--- src/rtl/quad_decoder.sv ---
module quad_decoder #(
  parameter int SYNC_STAGES = 2
) (
  input  logic       clk,
  input  logic       rst_n,
  input  logic       ab_en,
  input  logic [1:0] scale,
  input  logic       enc_a,
  input  logic       enc_b,
  output logic       cnt_pulse,
  output logic       cnt_up
);

  localparam int MSB = SYNC_STAGES - 1;
  localparam logic [1:0] M_CLKDIR = 2'b00;
  localparam logic [1:0] M_X1     = 2'b01;
  localparam logic [1:0] M_X2     = 2'b10;
  localparam logic [1:0] M_X4     = 2'b11;

  logic [MSB:0] a_sync, b_sync;
  logic a_prev, b_prev;
  logic hit, dir;

  wire a_now    = a_sync[MSB];
  wire b_now    = b_sync[MSB];
  wire a_chg    = a_now ^ a_prev;
  wire b_chg    = b_now ^ b_prev;
  wire a_rise   = a_chg & a_now;
  wire quad_dir = a_now ^ b_prev;

  always_comb begin
    hit = 1'b0;
    dir = 1'b0;
    case (scale)
      M_CLKDIR: begin hit = a_rise;           dir = ~b_now;   end
      M_X1:     begin hit = a_rise & ~b_chg;  dir = ~b_now;   end
      M_X2:     begin hit = a_chg & ~b_chg;   dir = quad_dir; end
      default:  begin hit = a_chg ^ b_chg;    dir = quad_dir; end
    endcase
  end

  always_ff @(posedge clk) begin
    if (!rst_n) begin
      a_sync    <= '0;
      b_sync    <= '0;
      a_prev    <= 1'b0;
      b_prev    <= 1'b0;
      cnt_pulse <= 1'b0;
      cnt_up    <= 1'b0;
    end else begin
      a_sync    <= {a_sync[MSB-1:0], enc_a};
      b_sync    <= {b_sync[MSB-1:0], enc_b};
      a_prev    <= a_now;
      b_prev    <= b_now;
      cnt_pulse <= ab_en & hit;
      if (ab_en & hit) cnt_up <= dir;
    end
  end

  AST_NO_COUNT_DISABLED: assert property (@(posedge clk) disable iff (!rst_n)
    !ab_en |=> !cnt_pulse);
  AST_NO_COUNT_ILLEGAL: assert property (@(posedge clk) disable iff (!rst_n)
    (scale != M_CLKDIR && a_now != a_prev && b_now != b_prev) |=> !cnt_pulse);
  AST_X1_RISE_ONLY: assert property (@(posedge clk) disable iff (!rst_n)
    (scale == M_X1 && !(a_now && !a_prev)) |=> !cnt_pulse);
  AST_X2_A_ONLY: assert property (@(posedge clk) disable iff (!rst_n)
    (scale == M_X2 && a_now == a_prev) |=> !cnt_pulse);
  AST_CLKDIR_DIR: assert property (@(posedge clk) disable iff (!rst_n)
    (scale == M_CLKDIR && ab_en && a_now && !a_prev) |=> (cnt_pulse && cnt_up == !$past(b_now)));
  AST_X4_EDGE_COUNTS: assert property (@(posedge clk) disable iff (!rst_n)
    (scale == M_X4 && ab_en && (a_now != a_prev) != (b_now != b_prev)) |=> cnt_pulse);

endmodule

--- config.mk ---
export PLATFORM = sky130hd
export DESIGN_NAME = quad_decoder
export DESIGN_NICKNAME = d
export VERILOG_FILES = /design/src/rtl/quad_decoder.sv
export SDC_FILE = /design/constraint.sdc
export NUM_CORES = 1
export LEC_CHECK = 0
export ABC_AREA = 1
export BUFFER_PORTS_ARGS = -buffer_cell sky130_fd_sc_hd__buf_2
export CAP_MARGIN = 20
export CORE_AREA = 8 8 45 47
export CTS_CLUSTER_DIAMETER = 30
export DETAILED_ROUTE_END_ITERATION = 7
export DIE_AREA = 0 0 53 55
export PLACE_DENSITY = 0.62
export SETUP_SLACK_MARGIN = 0.4
export SLEW_MARGIN = 15
export SYNTH_ARGS = -nofsm -noshare
export SYNTH_HDL_FRONTEND = slang
export SYNTH_SLANG_ARGS = --single-unit
--- constraint.sdc ---
create_clock -name clk -period 2.4 [get_ports clk]
set_input_delay 0 -clock clk [delete_from_list [all_inputs] [get_ports clk]]
set_output_delay 0 -clock clk [all_outputs]
set_load 0.02 [all_outputs]
==> results.yml, run 1 <==
timing:
  report.final.slew_viol_count: 0
  worst_slack_ns: 1.09
  timing_hold_violations_final: 0
  remaining_max_slew_budget_at_the_tightest_pin: 0.890
  rsz0062_at_grt: "no"
  finalSetupViolations: 0
  min_tclk_post_route_ns: 1.31
  worst_clock_skew_ns: 0.00142
  timing.final.crit_share: 0.544
  achievable-frequency_mhz: 766
  fin_tns_setup_ns: 0
  worst-slew-pin-transition_ns: 0.165
die:
  die_h_um: 55
  io-pin-count: 9
  floorplan.initialDensity: 0.319
  core_region_area_sq_um: 1380
  design.die.area_sq_um: 2920
  die_w_um: 53
  core.rowCount: 14
hold_path:
  hp-class: "in2reg"
  worst_hold_path.num_cells: 3
  whs_endpoint: "cnt_pulse"
  min-delay-start: "ab_en"
global_routing:
  grt_first_pass_wirelength_mm: 1.35
  globalRouteMet3Util: 0.0294
  met2_usage: 0.104
  met1_usage: 0.0582
  global_route.peak_usage_layer: "met2"
  global_route.usage.total: 0.0641
  antenna_found_initial: 0
  total_global_routing_overflow: 0
  first_global_vias: 366
  grt_max_degree: 9
critical_path:
  startpoint_type: "flip-flop"
  worst_r2r_path_depth: 8
  cp_max_fo: 4
  critPathCaptureType: "flip-flop"
  worstSetupStartpoint: "a_sync[1]"
  timing.critical_path.required_ns: 2.59
  crit_type: "reg2reg"
  r2r-end: "cnt_up"
  worst-endpoint-arrival_ns: 1.49
  r2r_setup_slack_ns: 1.09
  critical_path.reg2reg.startpoint: "a_sync[1]"
layout:
  diodes: 0
  layout-area-overhead-vs-synth_pct: 23.2
  sequential_cell_area_sq_um: 160
  final_cell_count_no_fill: 90
  final_layout_net_count: 88
  fillers: 155
  finalCoreUtilization: 0.393
  post_route_cells_drive_above_1_share: 0.257
  multi_input_comb_area_sq_um: 221
clocking:
  cts_tree: "built"
  clock-sinks: 8
  clkSlewWorstSetupHoldPaths_ns: 0.05
  cts_max_level: 1
  insertion_delay_ns: 0.25
  cts.root.buffer_cell: "sky130_fd_sc_hd__clkbuf_4"
  cts_inserted_buffers: 3
  cts_buffer_depth: 2
power_and_ir_drop:
  leakagePower_nw: 0.305
  power.share.switching: 0.247
  power_per_cell_area_nw_per_um2: 530
  intPower_mw: 0.217
  ir_worst_vdd_mv: 0.258
  part_of_the_power_in_the_clock_network: 0.340
  sequentialPowerShare: 0.493
  power_frac_comb: 0.167
  power.net_switching_mw: 0.0711
logic_synthesis:
  yosysSeqAreaShare: 0.363
  post-synth-top-area-fraction: 0.363
  syn-mean-instance-area_sq_um: 7.24
  synthesis.area_sq_um: 442
  post_synth_main_area_contributors: "sky130_fd_sc_hd__dfxtp_1, sky130_fd_sc_hd__ha_1, sky130_fd_sc_hd__nand2_1"
  postSynthRegisterBits: 8
  synth-warning-count: 0
  net_count_synth: 73
  post_synth_inst_count: 61
  synth_area_leader_cell: "sky130_fd_sc_hd__dfxtp_1"
  synth_cell_type_count: 15
route:
  total_routed_wirelength_um: 738
  detailedRoute.firstIterationViolations: 0
  number_of_nets_with_antenna_violations_after_detailed_routing: 0
  vias: 369
  avgRoutedWirePerCell_um: 8.20
  detailed_routing_iteration_count_for_the_pre_antenna_repair_pass: 1
  vias_per_cell: 4.10
  detail_route.drc_violations: 0
status:
  status: "complete, no violations"
placed_design:
  setup_slack_at_placement_ns: 1.10
  dp_cells: 85
  io_buffers: 8
  place_hpwl_um: 588
  gpl.final_weighted_congestion: 0.674
job:
  timing.max_cap.violations: 0
metal layers:
layer | up-vias | routed length (um)
met2 | 9 | 325
li1 | 207 | -
met1 | 148 | 328
met4 | 0 | 30
met5 | - | 0
met3 | 5 | 53
cells in the mapped netlist:
library cell and number:
sky130_fd_sc_hd__nand3b_1 1, sky130_fd_sc_hd__nand2_2 3, sky130_fd_sc_hd__nand3_2 2, sky130_fd_sc_hd__dfxtp_1 8, sky130_fd_sc_hd__inv_1 14, sky130_fd_sc_hd__nor2_1 3
sky130_fd_sc_hd__ha_1 5, sky130_fd_sc_hd__nor3b_1 1, sky130_fd_sc_hd__nand2_1 15, sky130_fd_sc_hd__inv_2 2, sky130_fd_sc_hd__nand3_1 2, sky130_fd_sc_hd__a21oi_1 2
sky130_fd_sc_hd__o21ai_0 1, sky130_fd_sc_hd__nand4_1 1, sky130_fd_sc_hd__nor2_2 1
stage by stage:
stage | cell area, sq um | power [mW] | hold slack [ns]
global placement | 502 | 0.191 | 0.179
global route | 544 | 0.308 | 0.0286
CTS | 544 | 0.296 | 0.0158
detailed placement | 502 | 0.191 | 0.186
floorplan | 442 | 0.176 | 0.0935
finish | 544 | 0.288 | 0.0263
power by group through the flow:
| stage | Combinational [mW] | Sequential (mW) | Clock (mW) |
|---|---|---|---|
| 2_1_floorplan | 0.0293 | 0.147 | 0 |
| 3_3_place_gp | 0.0460 | 0.145 | 0 |
| 3_5_place_dp | 0.0461 | 0.145 | 0 |
| 4_1_cts | 0.0491 | 0.142 | 0.104 |
| 5_1_grt | 0.0555 | 0.143 | 0.110 |
| 6_report | 0.0481 | 0.142 | 0.0982 |
worst max path at each step:
| stage | to | slack, ns | cells after the start |
|---|---|---|---|
| after global routing | cnt_up | 0.95 | 8 |
| after CTS | cnt_up | 1.08 | 8 |
| final | cnt_up | 1.09 | 8 |
| after floorplan | cnt_up | 1.17 | 8 |
| after global placement | cnt_up | 1.13 | 8 |
| after detailed placement | cnt_up | 1.10 | 8 |
repair_timing:
action | 4_1_cts | 5_1_grt
endpoints found under the hold margin | 2 | 0
hold buffers | 2 | 0
gates resized for setup | 0 | 0
setup buffers | 0 | 0
setup endpoints to repair | 0 | 0
registers in the layout, summed over array words and instances (netlist names):
signal and count:
a_prev 1, a_sync 2, b_prev 1, b_sync 2
cnt_pulse 1, cnt_up 1
layout make-up:
type,count,area share
multi-input cells,37,0.407
flip-flops and latches,8,0.294
repair buffers,10,0.110
inverters,16,0.110
clock buffers,3,0.0414
well taps,16,0.0368
cells by family (layout without fill, tap and decap cells):
logic type | count (synthesis) | after routing | synth area share
adders and majority gates | 5 | 5 | 0.142
AOI/OAI and AO/OA | 3 | 3 | 0.0340
DFF | 8 | 8 | 0.363
buffers and inverters | 16 | 29 | 0.136
and+or+nand+nor | 29 | 29 | 0.326
cell usage in the layout (no fill, tap or decap), types with 3 or more instances in the layout:
cell and n:
sky130_fd_sc_hd__buf_2 8, sky130_fd_sc_hd__nand2_2 3, sky130_fd_sc_hd__clkbuf_4 3, sky130_fd_sc_hd__dfxtp_1 8
sky130_fd_sc_hd__nor2_1 3, sky130_fd_sc_hd__inv_1 14, sky130_fd_sc_hd__ha_1 5, sky130_fd_sc_hd__nand2_1 15
worst max-delay path, cell delays in order (launching register included):
cell and delay, ns:
sky130_fd_sc_hd__dfxtp_1 0.33, sky130_fd_sc_hd__ha_1 0.33, sky130_fd_sc_hd__a21oi_1 0.17, sky130_fd_sc_hd__nand3_2 0.09, sky130_fd_sc_hd__nand2_2 0.07, sky130_fd_sc_hd__inv_2 0.04
sky130_fd_sc_hd__nor2_2 0.09, sky130_fd_sc_hd__nor2_1 0.04, sky130_fd_sc_hd__nor2_1 0.09
Power figures use the tool's default switching activity.
==> run 2: changes to the inputs <==
clock period = 1.21 ns   (was 2.4 ns; I/O delays follow)
==> run 2 against run 1 <==
Die area stayed put. Worst setup slack lost 1.1 ns. Critical path type unchanged. Final area rose by 4.4%. Clock skew down 0.0013 ns.
==> results.yml, run 2 (synthesis gave the netlist of run 1 again) <==
timing:
  achievable-frequency_mhz: 848
  worst_slack_ns: 0.0310
  remaining_max_slew_budget_at_the_tightest_pin: 0.904
  finalSetupViolations: 0
  timing.final.crit_share: 0.974
  report.final.slew_viol_count: 0
  worst_clock_skew_ns: 0.000169
  rsz0062_at_grt: "yes"
  min_tclk_post_route_ns: 1.18
  worst-slew-pin-transition_ns: 0.142
  worst_hold_slack_ns: 0.0282
  timing_hold_violations_final: 0
critical_path:
  worst_path_depth: 8
  critical_path.reg2reg.startpoint: "a_sync[1]"
  worst_r2r_path_depth: 8
  worst-endpoint-arrival_ns: 1.36
  timing.critical_path.required_ns: 1.39
  critical_path.max_stage_delay_ns: 0.37
  critPathTopFamily: "flip-flops"
  critPathCaptureType: "flip-flop"
  r2r_setup_slack_ns: 0.03
  critical_path.cell_chain: "ha_4 > a21oi_2 > nand3_2 > nand2_2 > inv_2 > nor2_2 > nor2_1 > nor2_1"
  r2r-end: "cnt_up"
  crit_type: "reg2reg"
  slowest_stage: "sky130_fd_sc_hd__dfxtp_2"
  cpMostUsedCell: "sky130_fd_sc_hd__nor2_1"
  cp_max_fo: 4
  critPathBufInv: 1
  startpoint_type: "flip-flop"
layout:
  reg.largest.list: "a_sync x2, b_sync x2"
  layout-area-overhead-vs-synth_pct: 28.6
  diodes: 0
  post_route_cells_drive_above_1_share: 0.338
  fillers: 133
  finalCoreUtilization: 0.410
  layout.cells.most_common: "sky130_fd_sc_hd__nand2_1"
  final_layout_net_count: 88
  design_area_sq_um: 568
  most-common-layout-cells: "sky130_fd_sc_hd__nand2_1, sky130_fd_sc_hd__inv_1, sky130_fd_sc_hd__buf_2"
route:
  total_routed_wirelength_um: 749
  vias: 377
  vias_per_cell: 4.19
  number_of_nets_with_antenna_violations_after_detailed_routing: 0
  detail_route.drc_violations: 0
  detailedRoute.firstIterationViolations: 5
  detailed_routing_iteration_count_for_the_pre_antenna_repair_pass: 4
  avgRoutedWirePerCell_um: 8.32
status:
  status: "complete, no violations"
job:
  timing.max_cap.violations: 0
global_routing:
  total_global_routing_overflow: 0
  global_route.usage.total: 0.0647
  first_global_vias: 367
  grt_first_pass_wirelength_mm: 1.37
  grt_max_degree: 9
  antenna_found_initial: 0
die:
  design.die.area_sq_um: 2920
  core_region_area_sq_um: 1380
  floorplan.initialDensity: 0.319
  die_w_um: 53
  io-pin-count: 9
  core.rowCount: 14
  die_h_um: 55
power_and_ir_drop:
  ir_worst_vdd_mv: 0.511
  leakagePower_nw: 0.309
  power_per_cell_area_nw_per_um2: 1020
placed_design:
  setup_slack_at_placement_ns: 0.0649
  placement.cell_area_sq_um: 520
  gpl.final_weighted_congestion: 0.723
  place_hpwl_um: 574
  io_buffers: 8
clocking:
  cts_tree: "built"
  clkSlewWorstSetupHoldPaths_ns: 0.05
  clock-sinks: 8
  cts_setup_buffers: 0
  cts_buffer_depth: 2
  cts.root.buffer_cell: "sky130_fd_sc_hd__clkbuf_4"
  cts_inserted_buffers: 3
  insertion_delay_ns: 0.24
  cts_max_level: 1
hold_path:
  min-delay-start: "ab_en"
  worst_hold_path.num_cells: 3
  whs_endpoint: "cnt_pulse"
  hp-class: "in2reg"
## run 2: cell count changes in the layout (fill, tap and decap cells not counted)
cell / delta
sky130_fd_sc_hd__dfxtp_1: -2
sky130_fd_sc_hd__dfxtp_2: +2
sky130_fd_sc_hd__a21oi_1: -1
sky130_fd_sc_hd__a21oi_2: +1
sky130_fd_sc_hd__ha_1: -1
sky130_fd_sc_hd__ha_4: +1
sky130_fd_sc_hd__inv_1: -1
sky130_fd_sc_hd__inv_2: +1
sky130_fd_sc_hd__nor3b_1: -1
sky130_fd_sc_hd__nor3b_2: +1
## run 2: final cells by class
type	count	area (sq um)	area share
multi-input combinational	37	243	0.427
tap	16	20.0	0.0352
inverter	16	60.1	0.106
timing repair buffer	10	60.1	0.106
clock buffer	3	22.5	0.0396
sequential	8	163	0.286
## run 2: worst reg2reg max path: cells and delay by family, from the launching register on
family | cells | cell delay [ns]
DFF | 1 | 0.37
and+or+nand+nor | 5 | 0.37
adders and majority gates | 1 | 0.22
AOI/OAI and AO/OA | 1 | 0.12
buffers and inverters | 1 | 0.05
## run 2: power by group
group          internal, mW  switching [mW]  leakage (nW)
sequential            0.277         0.00714        0.0666
clock                 0.113          0.0795        0.0138
combinational        0.0459          0.0562         0.228
## run 2: how the worst max path moves through the flow
stage	to	start	slack [ns]
6_report	cnt_up	a_sync[1]	0.03
5_1_grt	cnt_up	a_sync[1]	-0.06
4_1_cts	cnt_up	a_prev	0.04
3_5_place_dp	cnt_pulse	a_prev	0.06
3_3_place_gp	cnt_pulse	a_prev	0.04
2_1_floorplan	cnt_up	a_prev	0.10
## run 2: per-layer routing
metal	wire (um)	track usage	up-vias
li1	-	-	207
met1	383	0.0735	161
met2	318	0.0938	9
met3	47	0.0187	0
met4	0	0.0647	0
met5	0	0	-
## run 2: per-stage QoR
step	instances	setup TNS (ns)	power [mW]
after floorplan	61	0	0.355
after global placement	85	0	0.384
after detailed placement	85	0	0.385
after CTS	90	0	0.596
after global routing	90	-0.0654	0.622
final	90	0	0.578
## run 2: repair_timing
item,CTS,global route
pin swaps,0,5
gates resized for setup,1,0
hold buffers,2,0
endpoints found under the setup margin,2,2
endpoints found under the hold margin,2,0
==> run 3: changes to the inputs <==
ABC_AREA = default   (was 1)
PLACE_DENSITY = 0.57   (was 0.62)
==> run 3 against run 2 <==
The flow now finishes with violations (negative setup slack). Combinational power down 19%. First-iteration DRC count down 100%. Critical endpoint unchanged. Non-clock buffer count up 2. Final area down 8.8%. Synthesized area down 15%. Sequential power about the same. Clock power up 3%. Die area unchanged. Clock skew up 0.0030 ns. Critical path depth down 3. Worst setup slack worse by 0.16 ns. Critical path type unchanged.
==> results.yml, run 3 <==
power_and_ir_drop:
  ir_worst_vdd_mv: 0.524
  power_per_cell_area_nw_per_um2: 1090
  leakagePower_nw: 0.236
clocking:
  cts_tree: "built"
  insertion_delay_ns: 0.25
  cts_buffer_depth: 2
  cts.root.buffer_cell: "sky130_fd_sc_hd__clkbuf_4"
  clkSlewWorstSetupHoldPaths_ns: 0.05
  cts_max_level: 1
  clock-sinks: 8
  cts_inserted_buffers: 3
global_routing:
  grt_first_pass_wirelength_mm: 1.03
  global_route.usage.total: 0.0532
  grt_max_degree: 10
  first_global_vias: 264
  total_global_routing_overflow: 0
  antenna_found_initial: 0
timing:
  timing.final.crit_share: 1.10
  worst_clock_skew_ns: 0.00313
  report.final.slew_viol_count: 0
  finalSetupViolations: 2
  worst_slack_ns: -0.126
  rsz0062_at_grt: "yes"
  timing_hold_violations_final: 0
  achievable-frequency_mhz: 749
  worst_hold_slack_ns: 0.0547
  remaining_max_slew_budget_at_the_tightest_pin: 0.791
  worst-slew-pin-transition_ns: 0.310
  min_tclk_post_route_ns: 1.34
logic_synthesis:
  synth_edf_count: 0
  synth-warning-count: 0
  synth_most_common_cell: "sky130_fd_sc_hd__dfxtp_1"
  synth_cell_type_count: 15
  post_synth_inst_count: 35
  synthesis.area_sq_um: 377
  post_synth_main_area_contributors: "sky130_fd_sc_hd__dfxtp_1, sky130_fd_sc_hd__ha_1, sky130_fd_sc_hd__and2_1"
  net_count_synth: 47
  ys_dominant_reg_cell: "sky130_fd_sc_hd__dfxtp_1"
  postSynthRegisterBits: 8
  synth_area_leader_cell: "sky130_fd_sc_hd__dfxtp_1"
  yosysSeqAreaShare: 0.425
  post-synth-top-area-fraction: 0.425
  syn-mean-instance-area_sq_um: 10.8
  synth_async_sr_flop_share: 0
  most_frequent_cells_after_synthesis: "sky130_fd_sc_hd__dfxtp_1, sky130_fd_sc_hd__and2_1, sky130_fd_sc_hd__ha_1"
layout:
  finalCoreUtilization: 0.374
  design_area_sq_um: 518
  layout.cells.most_common: "sky130_fd_sc_hd__buf_2"
  post_route_cells_drive_above_1_share: 0.440
  layout-area-overhead-vs-synth_pct: 37.5
  final_layout_net_count: 64
  reg.largest.list: "a_sync x2, b_sync x2"
  diodes: 0
  fillers: 142
  most-common-layout-cells: "sky130_fd_sc_hd__buf_2, sky130_fd_sc_hd__and2_1, sky130_fd_sc_hd__dfxtp_1"
critical_path:
  critical_path.cell_chain: "ha_4 > nand2_2 > o2111ai_2 > a221oi_2 > mux2i_1"
  critical_path.max_stage_delay_ns: 0.34
  timing.critical_path.required_ns: 1.39
  cp_max_fo: 2
  worst-endpoint-arrival_ns: 1.52
  startpoint_type: "flip-flop"
  crit_type: "reg2reg"
  slowest_stage: "sky130_fd_sc_hd__dfxtp_2"
  critPathCaptureType: "flip-flop"
route:
  total_routed_wirelength_um: 652
  number_of_nets_with_antenna_violations_after_detailed_routing: 0
  detailed_routing_iteration_count_for_the_pre_antenna_repair_pass: 1
  detail_route.drc_violations: 0
  vias_per_cell: 4.23
  vias: 279
  avgRoutedWirePerCell_um: 9.88
  detailedRoute.firstIterationViolations: 0
die:
  design.die.area_sq_um: 2920
  io-pin-count: 9
  floorplan.initialDensity: 0.272
  core.rowCount: 14
  die_h_um: 55
  core_region_area_sq_um: 1380
  die_w_um: 53
placed_design:
  placement.cell_area_sq_um: 474
  gpl.final_weighted_congestion: 0.679
  place_hpwl_um: 507
  io_buffers: 8
hold_path:
  hp-class: "in2reg"
job:
  timing.max_cap.violations: 0
status:
  violated_checks: "negative setup slack"
  status: "finished, violations left"
[run 3: changes by cell type in the layout (fill, tap and decap cells not counted), sizes merged, moves of 2 or more]
cell   change
buf        +2
xnor2      +2
inv       -12
nand2     -16
nand3      -4
nor2       -4
and2       +7
[run 3: critical path, delay by kind of cell (launching register included)]
family / cells / cell delay (ns)
AOI/OAI and AO/OA: 2 / 0.42
adders and majority gates: 1 / 0.24
DFF: 1 / 0.34
muxes: 1 / 0.21
and+or+nand+nor: 1 / 0.05
[run 3: per-stage QoR]
stage               std cells  setup TNS, ns  setup WS [ns]  total power, mW
detailed placement         61         -0.205         -0.132            0.365
finish                     66         -0.192         -0.126            0.562
floorplan                  35        -0.0282        -0.0282            0.337
global placement           61         -0.174         -0.110            0.364
CTS                        66         -0.231         -0.145            0.576
global route               66         -0.294         -0.184            0.601
[run 3: logic make-up after synthesis]
family / count (synthesis) / share of synthesized area
simple gates: 9 / 0.140
flops: 8 / 0.425
compound gates: 5 / 0.113
fa+ha+maj: 5 / 0.166
buf+inv: 4 / 0.0399
xor+xnor: 3 / 0.0897
mux: 1 / 0.0266
[run 3: metal layers]
layer	track usage	share of wire	vias up
met5	0	0	-
met4	0.0388	0.017	0
met3	0.0508	0.080	2
met2	0.0781	0.47	7
met1	0.0444	0.44	124
li1	-	-	146
[run 3: final cells by class]
class / instances / area (sq um) / share of cell area
clock buffer: 3 / 22.5 / 0.0435
inverter: 4 / 15.0 / 0.0290
multi-input combinational: 23 / 223 / 0.430
sequential: 8 / 163 / 0.314
tap: 16 / 20.0 / 0.0386
timing repair buffer: 12 / 75.1 / 0.145
[run 3: power by group]
group	switching [mW]	leakage [nW]	internal, mW
logic	0.0379	0.156	0.0444
registers	0.00609	0.0665	0.276
clock network	0.0850	0.0138	0.113
total	0.129	0.236	0.433
[run 3: final timing paths]
| check | from | endpoint | slack (ns) | cells past startpoint |
|---|---|---|---|---|
| worst max register to register | a_sync[1] | cnt_up | -0.13 | 5 |
| worst min register to register | a_sync[0] | a_sync[1] | 0.43 | 1 |
| worst min-delay path | rst_n | a_sync[1] | 0.05 | 2 |
| worst max-delay path | a_sync[1] | cnt_up | -0.13 | 5 |
[run 3: timing repair]
item                                    4_1_cts  5_1_grt
gates cloned                                  0        0
endpoints found under the setup margin        2        2
buffers inserted                              0        0
resized for setup                             0        2
pin swaps                                     0        1
hold endpoints to repair                      2        0
hold buffers                                  2        0
